$ cat src/rtl/dma_pkg.sv
package dma_pkg;

  localparam int OPW  = 8;
  localparam int IMMW = 32;

  typedef enum logic [OPW-1:0] {
    OP_END     = 8'h00,
    OP_SETCTL  = 8'h01,
    OP_SETSRC  = 8'h02,
    OP_SETDST  = 8'h03,
    OP_LOOP    = 8'h04,
    OP_LOAD    = 8'h05,
    OP_STORE   = 8'h06,
    OP_LOOPEND = 8'h07
  } op_e;

  typedef enum logic [1:0] {
    S_RUN,
    S_LOAD,
    S_STORE,
    S_HALT
  } eng_state_e;

  typedef struct packed {
    logic [2:0] dst_size;
    logic [3:0] dst_len;
    logic [2:0] src_size;
    logic [3:0] src_len;
  } chan_ctl_t;

  function automatic chan_ctl_t ctl_from_word(input logic [IMMW-1:0] w);
    chan_ctl_t c;
    c.src_len  = w[3:0];
    c.src_size = w[6:4];
    c.dst_len  = w[11:8];
    c.dst_size = w[14:12];
    return c;
  endfunction

endpackage

$ cat src/rtl/dma_insn_decode.sv
module dma_insn_decode
  import dma_pkg::*;
#(
  parameter int IW = 40
) (
  input  logic [IW-1:0]   insn,
  output op_e             op,
  output logic [IMMW-1:0] imm,
  output logic            illegal
);

  logic [OPW-1:0] raw_op;

  assign raw_op = insn[IW-1 -: OPW];
  assign imm    = insn[IMMW-1:0];

  always_comb begin
    illegal = 1'b0;
    op      = OP_END;
    if (raw_op > OPW'(OP_LOOPEND)) begin
      illegal = 1'b1;
    end else begin
      op = op_e'(raw_op);
    end
  end

endmodule

$ cat src/rtl/dma_data_fifo.sv
module dma_data_fifo #(
  parameter int DW    = 64,
  parameter int DEPTH = 8,
  localparam int PW   = $clog2(DEPTH),
  localparam int LVW  = $clog2(DEPTH + 1)
) (
  input  logic           clk,
  input  logic           rst,
  input  logic           push,
  input  logic [DW-1:0]  din,
  input  logic           pop,
  output logic [DW-1:0]  dout,
  output logic [LVW-1:0] level,
  output logic [LVW-1:0] peak
);

  logic [DW-1:0]  mem [DEPTH];
  logic [PW-1:0]  wptr, rptr;
  logic [LVW-1:0] level_nx;

  function automatic logic [PW-1:0] bump(input logic [PW-1:0] p);
    return (p == PW'(DEPTH - 1)) ? '0 : p + PW'(1);
  endfunction

  // storage: write port and registered read port, no reset
  always_ff @(posedge clk) begin
    if (push) mem[wptr] <= din;
  end

  always_ff @(posedge clk) begin
    if (pop) dout <= mem[rptr];
  end

  always_comb begin
    level_nx = level;
    if (push && !pop)      level_nx = level + LVW'(1);
    else if (pop && !push) level_nx = level - LVW'(1);
  end

  always_ff @(posedge clk) begin
    if (rst) begin
      wptr  <= '0;
      rptr  <= '0;
      level <= '0;
      peak  <= '0;
    end else begin
      if (push) wptr <= bump(wptr);
      if (pop)  rptr <= bump(rptr);
      level <= level_nx;
      if (level_nx > peak) peak <= level_nx;
    end
  end

endmodule

$ cat src/rtl/dma_loop_ctl.sv
module dma_loop_ctl #(
  parameter int PCW = 8,
  parameter int LCW = 16
) (
  input  logic           clk,
  input  logic           rst,
  input  logic           arm,
  input  logic [LCW-1:0] arm_count,
  input  logic [PCW-1:0] arm_pc,
  input  logic           close,
  output logic           active,
  output logic           again,
  output logic [PCW-1:0] target_pc
);

  logic [LCW-1:0] remain;

  assign again = (remain != '0);

  always_ff @(posedge clk) begin
    if (rst) begin
      active    <= 1'b0;
      remain    <= '0;
      target_pc <= '0;
    end else if (arm) begin
      active    <= 1'b1;
      remain    <= (arm_count == '0) ? '0 : arm_count - LCW'(1);
      target_pc <= arm_pc;
    end else if (close) begin
      if (remain != '0) remain <= remain - LCW'(1);
      else              active <= 1'b0;
    end
  end

endmodule

$ cat src/rtl/dma_chan_engine.sv
module dma_chan_engine
  import dma_pkg::*;
#(
  parameter int AW    = 32,
  parameter int DW    = 64,
  parameter int DEPTH = 8,
  parameter int PCW   = 8,
  parameter int IW    = 40,
  parameter int LCW   = 16,
  localparam int LVW  = $clog2(DEPTH + 1)
) (
  input  logic           clk,
  input  logic           rst,
  output logic [PCW-1:0] instr_addr,
  input  logic [IW-1:0]  instr_data,
  output logic           rd_en,
  output logic [AW-1:0]  rd_addr,
  input  logic [DW-1:0]  rd_data,
  output logic           wr_en,
  output logic [AW-1:0]  wr_addr,
  output logic [DW-1:0]  wr_data,
  output logic [LVW-1:0] fifo_level,
  output logic [LVW-1:0] fifo_peak,
  output logic           done,
  output logic           error
);

  eng_state_e      state;
  chan_ctl_t       ctl_q;
  logic [PCW-1:0]  pc;
  logic [AW-1:0]   sar, dar;
  logic [4:0]      beats_left;
  logic            rd_pend;

  op_e             dec_op;
  logic [IMMW-1:0] dec_imm;
  logic            dec_illegal;

  logic            loop_arm, loop_close, loop_active, loop_again;
  logic [PCW-1:0]  loop_target;

  logic            fifo_push, fifo_pop;
  logic [4:0]      src_beats, dst_beats;
  logic [AW-1:0]   src_bytes, dst_bytes;
  logic [31:0]     load_need;
  logic            load_fits, store_ready, src_too_long, dst_too_long;
  logic            run_ok;

  assign instr_addr = pc;

  dma_insn_decode #(.IW(IW)) u_dec (
    .insn    (instr_data),
    .op      (dec_op),
    .imm     (dec_imm),
    .illegal (dec_illegal)
  );

  assign run_ok     = (state == S_RUN) && !dec_illegal;
  assign loop_arm   = run_ok && (dec_op == OP_LOOP);
  assign loop_close = run_ok && (dec_op == OP_LOOPEND) && loop_active;

  dma_loop_ctl #(.PCW(PCW), .LCW(LCW)) u_loop (
    .clk       (clk),
    .rst       (rst),
    .arm       (loop_arm),
    .arm_count (dec_imm[LCW-1:0]),
    .arm_pc    (pc + PCW'(1)),
    .close     (loop_close),
    .active    (loop_active),
    .again     (loop_again),
    .target_pc (loop_target)
  );

  assign fifo_push = rd_pend;
  assign fifo_pop  = (state == S_STORE);

  dma_data_fifo #(.DW(DW), .DEPTH(DEPTH)) u_fifo (
    .clk   (clk),
    .rst   (rst),
    .push  (fifo_push),
    .din   (rd_data),
    .pop   (fifo_pop),
    .dout  (wr_data),
    .level (fifo_level),
    .peak  (fifo_peak)
  );

  // burst geometry from the control word
  assign src_beats = {1'b0, ctl_q.src_len} + 5'd1;
  assign dst_beats = {1'b0, ctl_q.dst_len} + 5'd1;
  assign src_bytes = AW'(1) << ctl_q.src_size;
  assign dst_bytes = AW'(1) << ctl_q.dst_size;

  // admission: count entries already promised by beats in flight
  assign load_need    = 32'(fifo_level) + 32'(rd_en) + 32'(rd_pend) + 32'(src_beats);
  assign load_fits    = (load_need <= 32'(DEPTH));
  assign store_ready  = (32'(fifo_level) >= 32'(dst_beats));
  assign src_too_long = (32'(src_beats) > 32'(DEPTH));
  assign dst_too_long = (32'(dst_beats) > 32'(DEPTH));

  always_ff @(posedge clk) begin
    if (rst) begin
      state      <= S_RUN;
      pc         <= '0;
      ctl_q      <= '{dst_size: 3'd3, dst_len: 4'd0, src_size: 3'd3, src_len: 4'd0};
      sar        <= '0;
      dar        <= '0;
      beats_left <= '0;
      rd_en      <= 1'b0;
      rd_addr    <= '0;
      rd_pend    <= 1'b0;
      wr_en      <= 1'b0;
      wr_addr    <= '0;
      done       <= 1'b0;
      error      <= 1'b0;
    end else begin
      rd_en   <= 1'b0;
      wr_en   <= 1'b0;
      done    <= 1'b0;
      rd_pend <= rd_en;
      case (state)
        S_RUN: begin
          if (dec_illegal) begin
            error <= 1'b1;
            state <= S_HALT;
          end else begin
            case (dec_op)
              OP_SETCTL: begin
                ctl_q <= ctl_from_word(dec_imm);
                pc    <= pc + PCW'(1);
              end
              OP_SETSRC: begin
                sar <= AW'(dec_imm);
                pc  <= pc + PCW'(1);
              end
              OP_SETDST: begin
                dar <= AW'(dec_imm);
                pc  <= pc + PCW'(1);
              end
              OP_LOOP: pc <= pc + PCW'(1);
              OP_LOOPEND: begin
                if (!loop_active) begin
                  error <= 1'b1;
                  state <= S_HALT;
                end else begin
                  pc <= loop_again ? loop_target : pc + PCW'(1);
                end
              end
              OP_LOAD: begin
                if (src_too_long) begin
                  error <= 1'b1;
                  state <= S_HALT;
                end else if (load_fits) begin
                  beats_left <= src_beats;
                  state      <= S_LOAD;
                  pc         <= pc + PCW'(1);
                end
              end
              OP_STORE: begin
                if (dst_too_long) begin
                  error <= 1'b1;
                  state <= S_HALT;
                end else if (store_ready) begin
                  beats_left <= dst_beats;
                  state      <= S_STORE;
                  pc         <= pc + PCW'(1);
                end
              end
              default: begin
                done  <= 1'b1;
                state <= S_HALT;
              end
            endcase
          end
        end
        S_LOAD: begin
          rd_en      <= 1'b1;
          rd_addr    <= sar;
          sar        <= sar + src_bytes;
          beats_left <= beats_left - 5'd1;
          if (beats_left == 5'd1) state <= S_RUN;
        end
        S_STORE: begin
          wr_en      <= 1'b1;
          wr_addr    <= dar;
          dar        <= dar + dst_bytes;
          beats_left <= beats_left - 5'd1;
          if (beats_left == 5'd1) state <= S_RUN;
        end
        default: ;
      endcase
    end
  end

endmodule

$ cat config.mk
export PLATFORM = sky130hd
export DESIGN_NAME = dma_chan_engine
export DESIGN_NICKNAME = d
export VERILOG_FILES = /design/src/rtl/dma_pkg.sv /design/src/rtl/dma_insn_decode.sv /design/src/rtl/dma_data_fifo.sv /design/src/rtl/dma_loop_ctl.sv /design/src/rtl/dma_chan_engine.sv
export SDC_FILE = /design/constraint.sdc
export NUM_CORES = 1
export LEC_CHECK = 0
export BUFFER_PORTS_ARGS = -buffer_cell sky130_fd_sc_hd__buf_2
export CAP_MARGIN = 20
export CORE_ASPECT_RATIO = 0.7
export CORE_UTILIZATION = 60
export DETAILED_ROUTE_END_ITERATION = 10
export HOLD_SLACK_MARGIN = 0.12
export PLACE_DENSITY = 0.9
export SLEW_MARGIN = 20
export SYNTH_ARGS = -nofsm -noshare
export SYNTH_HDL_FRONTEND = slang
export SYNTH_SLANG_ARGS = --single-unit
export TNS_END_PERCENT = 30
$ cat constraint.sdc
create_clock -name clk -period 14 [get_ports clk]
set_input_delay 0.7 -clock clk [delete_from_list [all_inputs] [get_ports clk]]
set_output_delay 0.7 -clock clk [all_outputs]
set_load 0.01 [all_outputs]
## After elaboration in Yosys (flattened, before gate mapping)

Memory sizes are Yosys's and may differ from the RTL's. A register that Yosys moved wholly into a read port is not among the register bits.
Cells that the tools add are included.

| word-level totals | value |
|---|---|
| flip-flop bits (word level) | 201 |
| output and inout bits | 148 |
| input bits | 106 |
| RAM bits | 512 |
| memories kept | 1 |

| operators by class | value |
|---|---|
| mux-type cells | 52 |
| add/sub/neg operators | 15 |
| eq/ne operators | 34 |
| shifts and indexed selects | 2 |
| $lt $le $gt $ge | 6 |
| bitwise operators | 2 |
| reductions and logical operators | 32 |

Memories:

| memory | depth | width | rd ports | clocked after memory_dff | wr ports | line | text |
|---|---|---|---|---|---|---|---|
| u_fifo.mem | 8 | 64 | 1 | 1 | 1 | dma_data_fifo.sv:17 | `logic [DW-1:0] mem [DEPTH];` |

Operators with widths:

| cell | number |
|---|---|
| 32-bit two-way mux | 4 |
| 32-bit one-hot mux with 2 select lines | 2 |
| 32-bit adder | 2 |
| 16-bit two-way mux | 4 |
| 1-bit by 3-bit << shifter with 32-bit output (first input constant) | 2 |
| 8-bit two-way mux | 7 |
| 8-bit by 3-bit == test with 1-bit output (second input constant) | 4 |
| 8-bit one-hot mux with 4 select lines | 1 |
| 16-bit by 1-bit subtractor with 16-bit output (second input constant) | 2 |
| 5-bit two-way mux | 5 |
| 3-bit inequality test (second input constant) | 8 |
| 5-bit one-hot mux with 2 select lines | 2 |
| 8-bit by 2-bit == test with 1-bit output (second input constant) | 2 |
| 16-bit zero test | 1 |
| 16-bit nonzero test | 1 |
| 2-bit two-way mux | 7 |
| 1-bit two-way mux | 13 |
| 2-bit inequality test (second input constant) | 6 |
| 4-bit by 1-bit adder with 5-bit output (second input constant) | 2 |
| 5-bit by 4-bit greater-than comparator with 1-bit output (second input constant) | 2 |
| 5-bit inequality test (second input constant) | 2 |
| 2-bit nonzero test | 5 |
| 3-bit AND reduction | 3 |
| 8-bit by 1-bit adder with 8-bit output (second input constant) | 1 |
| 38 further kinds | 55 |

## Logic depth before layout (Yosys ltp)

Gate-level depths: netlist of run 1.

| depth | value |
|---|---|
| depth in word-level cells | 9 |
| gate-level depth with buffers | 14 |
| mapped depth without buffers | 13 |

## Cells and area by module

From an unflattened synthesis of run 1, not the netlist that was laid out.

| second synthesis, totals | value |
|---|---|
| cells, all modules | 2245 |
| area total of the unflattened synthesis | 33114.3 sq um |

Modules (own cells, without submodules):

| module | cells an instance | times used | area an instance (sq um) |
|---|---|---|---|
| dma_data_fifo | 897 | 1 | 21944.8 |
| dma_chan_engine | 1119 | 1 | 9217.6 |
| dma_loop_ctl | 186 | 1 | 1630.3 |
| dma_insn_decode | 43 | 1 | 321.6 |

## Worst setup path before layout of run 1

OpenSTA, ideal clock, no wires.

| timing | value |
|---|---|
| path type | register to register |
| start | register rd_pend, in the netlist fifo_push |
| end | memory u_fifo.mem[0][0] (enable) |
| clock period less this slack | 5.813 ns |
| cell stages (with the launch flop) | 4 |
| slack | 8.187 ns |
| setup time | 0.565 ns |
| arrival time | 5.248 ns |
| cells stage by stage | dfxtp_1 clkbuf_1 nand2b_1 nor3_1 |

| on the way | value |
|---|---|
| longest elaborated chain between the ends | 2 |

RTL lines:

| what | line | text |
|---|---|---|
| start, declared | dma_chan_engine.sv:33 | `logic rd_pend;` |
| start signal, assigned | dma_chan_engine.sv:120 | `rd_pend <= rd_en;` |
| 1-bit two-way mux | dma_data_fifo.sv:27 | `if (push) mem[wptr] <= din;` |
| 1-bit two-way mux (implied by the code) | dma_data_fifo.sv:27 |  |
| end, declared | dma_data_fifo.sv:17 |  |

Every way passes these cells.

## Final worst setup path of run 1

| timing | value |
|---|---|
| start | register rd_pend, in the netlist fifo_push |
| end | register pc[2], in the netlist instr_addr[2] |

| on the way | value |
|---|---|
| longest elaborated chain between the ends | 5 |

RTL lines:

| what | line | text |
|---|---|---|
| 5-bit by 1-bit adder with 6-bit output | dma_chan_engine.sv:95 | `assign load_need = 32'(fifo_level) + 32'(rd_en) + 32'(rd_pend) + 32'(src_beats);` |
| 6-bit by 5-bit adder with 7-bit output | dma_chan_engine.sv:95 |  |
| 7-bit by 4-bit <= comparator with 1-bit output | dma_chan_engine.sv:96 | `assign load_fits = (load_need <= 32'(DEPTH));` |
| 2-bit inequality test (no line) | n/a |  |
| 8-bit AND reduction (no line) | n/a |  |
| end signal, assigned | dma_chan_engine.sv:130 | `pc <= pc + PCW'(1);` |
| end signal, assigned | dma_chan_engine.sv:134 | `pc <= pc + PCW'(1);` |
| end signal, assigned | dma_chan_engine.sv:138 | `pc <= pc + PCW'(1);` |
| end, declared | dma_chan_engine.sv:30 | `logic [PCW-1:0] pc;` |

Every way passes these cells.
A chain may end at the register's enable or synchronous reset.

==> results of run 1 <==
[layout make-up]
cell class	instances	area share, %
well taps	730	2.46
repair buffers	280	3.98
multi-input cells	1289	29.2
flip-flops and latches	777	57.4
clock buffers	93	5.37
inverters	46	0.465
clock inverters	42	1.08
diodes	5	0.0337
[through the flow]
stage | power, uW | hold WS (ns) | setup WS (ns) | util (%) | instance area, um^2
after floorplan | 3420 | 0.436 | 8.19 | - | 32800
after detailed placement | 3710 | 0.456 | 9.47 | 64.5 | 34700
after global routing | 5880 | 0.318 | 9.57 | 69.0 | 37100
after CTS | 5700 | 0.304 | 9.46 | 68.9 | 37100
after global placement | 3660 | 0.442 | 9.67 | 64.5 | 34700
final | 5690 | 0.337 | 9.73 | 69.0 | 37200
[cells by family (layout without fill, tap and decap cells)]
| logic type | Yosys count | in the layout | share of synthesized area, % |
|---|---|---|---|
| adders and majority gates | 55 | 55 | 2.19 |
| other | 0 | 5 | 0 |
| xor gates and xnor gates | 41 | 41 | 1.10 |
| AOI/OAI and AO/OA | 353 | 353 | 7.11 |
| buffers and inverters | 178 | 461 | 2.17 |
| muxes | 298 | 298 | 14.3 |
| and+or+nand+nor | 542 | 542 | 8.10 |
| DFF | 777 | 777 | 65.1 |
[cell usage in the layout, fill, tap and decap left out, drive strengths merged, types with 17 or more instances in the layout]
| cell | netlist | routed |
|---|---|---|
| edfxtp | 576 | 576 |
| buf | 35 | 280 |
| dfxtp | 201 | 201 |
| nor2 | 199 | 199 |
| mux4 | 128 | 128 |
| a21oi | 111 | 111 |
| mux2i | 100 | 100 |
| nand2 | 96 | 96 |
| clkbuf | 97 | 93 |
| mux2 | 70 | 70 |
| ha | 51 | 51 |
| inv | 46 | 51 |
| o21ai | 50 | 50 |
| nor3 | 47 | 47 |
| nand3 | 40 | 40 |
| a211oi | 36 | 36 |
| clkinv | 0 | 29 |
| and3 | 22 | 22 |
| xnor2 | 21 | 21 |
| xor2 | 20 | 20 |
| nor4 | 20 | 20 |
| nand2b | 19 | 19 |
| nor2b | 18 | 18 |
| a22oi | 18 | 18 |
| a31oi | 17 | 17 |
| a311oi | 17 | 17 |
[metal layers]
layer	wire length, um	global-route usage (%)	share of wire, %
met5	54	0	0.063
met4	3320	12.4	3.9
met3	8450	7.53	9.9
met2	41600	49.7	49
met1	32100	40.3	38
[worst reg2reg max path, cell delays in order, from the launching register on]
cell      delay (ns)
dfxtp_1         0.67
fa_1            0.52
ha_1            0.22
fa_1            0.41
xor2_1          0.15
or3_1           0.34
nor4b_1         0.29
o31ai_1         0.23
a311oi_4        0.80
o21ai_0         0.25
a32o_1          0.27
[final timing paths]
| path | start | to | slack, ns | cells after the start |
|---|---|---|---|---|
| min | rd_data[40] | u_fifo.mem[4][40]$_DFFE_PP_ | 0.34 | 1 |
| max | fifo_push$_SDFF_PP0_ | instr_addr[2]$_SDFFE_PP0P_ | 9.73 | 10 |
| max reg2reg | fifo_push$_SDFF_PP0_ | instr_addr[2]$_SDFFE_PP0P_ | 9.73 | 10 |
| min reg2reg | rd_addr[24]$_SDFFE_PP0P_ | rd_addr[24]$_SDFFE_PP0P_ | 0.47 | 2 |
[flip-flops by register name (all words and copies together) (netlist names), 2 cells and up]
name              flops
state                 2
dar                  32
u_fifo.mem          512
u_fifo.level          4
instr_addr            8
u_fifo.dout          64
sar                  32
u_loop.remain        16
beats_left            5
ctl_q                14
u_fifo.peak           4
rd_addr              32
u_fifo.rptr           3
wr_addr              32
u_loop.target_pc      8
u_fifo.wptr           3
[power by group through the flow]
| stage | logic (uW) | registers [uW] | clock network, uW |
|---|---|---|---|
| after floorplan | 686 | 2730 | 0 |
| after global placement | 908 | 2750 | 0 |
| after detailed placement | 949 | 2760 | 0 |
| after CTS | 970 | 2710 | 2010 |
| after global routing | 1050 | 2730 | 2100 |
| final | 980 | 2710 | 1990 |
==> run summary, run 1 <==
outcome -> complete, no violations
final net count -> 2629
Flop pwr share -> 47.7%
Sink Count -> 777
hold crit path type -> input pin to flip-flop
Hold Violations, Final -> 0
Routed Antenna Nets -> 0
largest area contributor in the netlist -> edfxtp_1
Post-DP HPWL -> 50.6 mm
Worst setup EP type -> flip-flop
combinational share of power -> 17.2%
final worst path period share -> 30.5%
crit path cell chain -> fa_1, ha_1, fa_1, xor2_1, or3_1, nor4b_1, o31ai_1, a311oi_4, o21ai_0, a32o_1
via/cell ratio -> 6.50
CP delay by family, top -> compound AO/OA/AOI/OAI gates
Final Setup Violations -> 0
fraction of layout cells with a size suffix above 1 -> 24.7%
multi-input logic area -> 10900 um^2
TritonCTS Buffers -> 74
Slew @ Worst Pin -> 1.15 ns
DR iter-0 viols -> 2366
Total GRT Usage -> 30.8%
routed length per instance -> 26.2 um
unrepaired setup endpoints after global routing -> false
Psw -> 1570 uW
library cells used by synthesis -> 78
cts hold-fix bufs -> 0
Req. time, crit path -> 14.51 ns
sequential fraction of the synthesis area -> 65.1%
syn_area_per_cell -> 14.6 um^2
Worst-path clk slew -> 0.07 ns
CP bufs+invs -> 0
Post-Syn Nets -> 2405
first-pass iteration count of the detailed router -> 8
post-CTS setup buffers -> 0
CTS tree -> done
initial antenna violation count -> 11
Post-synth EDFFs -> 576
startpoint types -> flip-flop
worst rel slew slack -> 23.0%
port buffer count -> 253
# rows -> 71
Initial Utilization -> 60.9%
Post-Synthesis Cells -> 2244
grt ovf -> 0
Resize count post-CTS -> 0
synth-to-layout area growth -> 13.4%
crit-path max FO -> 16
Max Freq -> 234 MHz
ys flop type -> edfxtp_1
Pint -> 4120 uW
top cell type's share of synthesized area -> 52.8%
number of synthesis warnings -> 0
H-tree depth -> 3
# IOs -> 254
crit path kind -> flip-flop to flip-flop
Clk pwr share -> 35.1%
number of global-route vias before repair -> 20.7k
Post-Route WL -> 85.6 mm
Worst Skew -> 0.0249 ns
Clock Tree Buf Depth -> 3
most area-consuming cells after synthesis -> edfxtp_1, dfxtp_1, mux4_2, mux2i_1, mux2_2
crit path time final -> 4.27 ns
Switching Share -> 27.6%
Post-Syn Area -> 32800 um^2
Slowest-stage cell, CP -> a311oi_4
P_leak -> 0.0126 uW
Finished Layout Cells -> 3262
most common cell in the netlist -> edfxtp_1
Seq. cell area -> 21300 um^2
synth cell count leaders -> edfxtp_1, dfxtp_1, nor2_1
first-pass GRT wire length -> 126 mm
DRC viols -> 0
Final Max Tran Viols -> 0
Die ar. -> 55600 um^2
DP Cell Count -> 3122
asr flop ratio synth -> 0%
worst skew pair latency -> 0.63 ns
Yosys reg bits -> 777
max-cap viol count -> 0
chip height -> 198 um
DR vias -> 21.2k
TNS Setup -> 0 ns
largest net degree at the start of global routing -> 111
Pwr Density -> 153 nW/um^2
FILL cells -> 3454
Max stage delay on crit path -> 0.80 ns
core outline area -> 53800 um^2
die width -> 281 um
CTS Root Cell -> clkbuf_16
worst IR drop on VDD -> 0.000133 V
crit-path most repeated cell -> fa_1
Crit path arrival time -> 4.78 ns
Final GP Congestion -> 0.940
Power figures use the tool's default switching activity.
==> inputs of run 2 (changes only) <==
Settings changed: CORE_UTILIZATION 60 to 54, PLACE_DENSITY 0.9 to 0.86.
Clock period 14 ns to 3.6 ns, I/O delays scaled along.
==> run 2 against run 1 <==
Effect of this change:
- non-clock buffer count grew 131
- die area up 11%
- design area grew 4.2%
- first-iteration DRC count increased by 5.4%
- critical path depth grew 2
- largest power group unchanged
==> run summary, run 2 (synthesized netlist as in run 1, its figures left out) <==
number of global-route vias before repair -> 21.4k (was 20.7k)
DP Cell Count -> 3224 (was 3122)
most common cell after layout, fill and taps aside -> edfxtp_1 (unchanged)
CTS tree -> done (unchanged)
Final GP Congestion -> 0.957 (was 0.940)
Seq. cell area -> 21300 um^2 (about the same)
CTS Root Cell -> clkbuf_16 (unchanged)
H-tree depth -> 3 (unchanged)
Clock Tree Buf Depth -> 3 (unchanged)
most frequent cells in the layout -> edfxtp_1, buf_2, dfxtp_1, nor2_1, mux4_2 (unchanged)
Worst Skew -> 0.0256 ns (was 0.0249 ns)
Total GRT Usage -> 28.6% (was 30.8%)
Post-DP HPWL -> 51.6 mm (was 50.6 mm)
Final Max Tran Viols -> 0 (unchanged)
first-pass iteration count of the detailed router -> 6 (was 8)
crit path kind -> flip-flop to flip-flop (unchanged)
Worst setup EP type -> flip-flop (unchanged)
multi-input logic area -> 10900 um^2 (about the same)
Sink Count -> 777 (unchanged)
core outline area -> 60000 um^2 (was 53800 um^2)
met2 wire len -> 41.2 mm (was 41.6 mm)
CP delay by family, top -> adder cells (was compound AO/OA/AOI/OAI gates)
Worst-path clk slew -> 0.06 ns (was 0.07 ns)
DR top layer -> met4 (was met5)
via/cell ratio -> 6.25 (was 6.50)
FILL cells -> 4049 (was 3454)
crit-path max FO -> 6 (was 16)
Post-Layout Inst Area -> 38700 um^2 (was 37200 um^2)
outcome -> complete, no violations (unchanged)
R2R setup slack -> 0.13 ns (was 9.73 ns)
DR vias -> 21.7k (was 21.2k)
wire length on met3 -> 8.83 mm (was 8.45 mm)
final worst path period share -> 96.4% (was 30.5%)
largest net degree at the start of global routing -> 142 (was 111)
# rows -> 75 (was 71)
Post-Route WL -> 88.0 mm (was 85.6 mm)
max-cap viol count -> 0 (unchanged)
most flop-heavy register -> u_fifo.mem (unchanged)
Routed Antenna Nets -> 0 (unchanged)
worst IR drop on VDD -> 0.000487 V (was 0.000133 V)
Req. time, crit path -> 4.07 ns (was 14.51 ns)
final net count -> 2760 (was 2629)
Die ar. -> 61700 um^2 (was 55600 um^2)
# IOs -> 254 (unchanged)
worst rel slew slack -> 30.2% (was 23.0%)
grt ovf -> 0 (unchanged)
Pwr Density -> 575 nW/um^2 (was 153 nW/um^2)
fraction of layout cells with a size suffix above 1 -> 24.8% (was 24.7%)
top flop regs -> u_fifo.mem (512), u_fifo.dout (64) (unchanged)
Initial Utilization -> 54.6% (was 60.9%)
CP bufs+invs -> 2 (was 0)
crit path cell chain -> fa_1, ha_1, fa_2, xor2_1, or3_4, nor4b_4, o31ai_4, a311oi_4, buf_4, clkbuf_4, mux2i_1, nor2_1 (was fa_1, ha_1, fa_1, xor2_1, or3_1, nor4b_1, o31ai_1, a311oi_4, o21ai_0, a32o_1)
die width -> 296 um (was 281 um)
M1 wire length -> 34.9 mm (was 32.1 mm)
hold crit path type -> input pin to flip-flop (unchanged)
initial antenna violation count -> 2 (was 11)
Finished Layout Cells -> 3467 (was 3262)
Max stage delay on crit path -> 0.49 ns (was 0.80 ns)
crit path time final -> 3.47 ns (was 4.27 ns)
Slew @ Worst Pin -> 1.04 ns (was 1.15 ns)
port buffer count -> 253 (unchanged)
chip height -> 208 um (was 198 um)
Final Setup Violations -> 0 (unchanged)
DRC viols -> 0 (unchanged)
Slowest-stage cell, CP -> fa_1 (was a311oi_4)
DR iter-0 viols -> 2494 (was 2366)
first-pass GRT wire length -> 131 mm (was 126 mm)
worst skew pair latency -> 0.63 ns (about the same)
Max Freq -> 288 MHz (was 234 MHz)
Placed Instance Area -> 35200 um^2 (was 34700 um^2)
max FFs per register -> 512 (unchanged)
routed length per instance -> 25.4 um (was 26.2 um)
P_leak -> 0.0133 uW (was 0.0126 uW)
startpoint types -> flip-flop (unchanged)
TritonCTS Buffers -> 74 (unchanged)
Crit path arrival time -> 3.94 ns (was 4.78 ns)
Hold Violations, Final -> 0 (unchanged)
synth-to-layout area growth -> 18.2% (was 13.4%)
==> run 2: changes by cell type in the layout (fill, tap and decap cells not counted), moves of 2 or more <==
cell,delta
diode_2,-3
dfxtp_1,-2
buf_4,+11
clkinv_1,-4
buf_12,+15
clkbuf_8,-3
ha_1,-2
ha_4,+2
nor3_2,-2
clkbuf_1,+5
dlygate4sd3_1,+104
nor3_4,+2
clkinv_2,+2
==> run 2: stage by stage <==
step | hold WS, ns | power (uW) | setup slack, ns | TNS (ns) | utilization [%]
after floorplan | 0.279 | 13300 | -0.497 | -222.53 | -
after global placement | 0.435 | 14300 | 0.0808 | 0 | 58.7
after detailed placement | 0.453 | 14500 | 0.00248 | 0 | 58.7
after CTS | 0.129 | 22300 | 0.0211 | 0 | 64.4
after global routing | 0.197 | 23100 | -0.0268 | -0.0764 | 64.6
final | 0.187 | 22300 | 0.128 | 0 | 64.6
==> run 2: worst reg2reg max path, delay by kind of cell (launching register included) <==
| kind | cells | cell delay [ns] |
|---|---|---|
| buf+inv | 2 | 0.40 |
| compound gates | 2 | 0.42 |
| fa+ha+maj | 3 | 1.08 |
| mux | 1 | 0.19 |
| flops | 1 | 0.33 |
| simple gates | 3 | 0.73 |
| xor+xnor | 1 | 0.16 |
==> run 2: area by class of cell <==
cell class | instances | area share [%]
multi-input cells | 1289 | 28.2
diodes | 2 | 0.0129
flip-flops and latches | 777 | 55.1
clock buffers | 96 | 5.11
repair buffers | 411 | 7.52
clock inverters | 38 | 0.995
inverters | 46 | 0.446
well taps | 808 | 2.61
==> run 2: worst paths after layout <==
path	cells past startpoint	from	to
worst min register to register	2	rd_addr[10]$_SDFFE_PP0P_	rd_addr[10]$_SDFFE_PP0P_
worst max register to register	12	rd_en$_SDFF_PP0_	instr_addr[5]$_SDFFE_PP0P_
worst min-delay path	4	instr_data[32]	u_loop.active$_SDFFE_PP0P_
worst max-delay path	12	rd_en$_SDFF_PP0_	instr_addr[5]$_SDFFE_PP0P_
==> run 2: what timing repair did <==
item                       in CTS  in global routing
setup endpoints to repair       1                 14
hold buffers                  104                  0
hold endpoints to repair      608                  0
cloned                          0                  1
setup buffers                   0                  2
gates resized for setup         1                 18
pin swaps                       0                  2
==> run 2: power by group <==
part	total, uW	internal, uW	switching (uW)
clock	7690	4230	3470
combinational	4050	1780	2270
sequential	10500	10100	407
total	22300	16100	6150
==> run 2: metal layers <==
layer	vias to the layer above	global-route usage (%)
met5	-	0
met4	0	9.65
met3	247	6.60
met2	1226	45.0
met1	10800	39.3
li1	9426	-
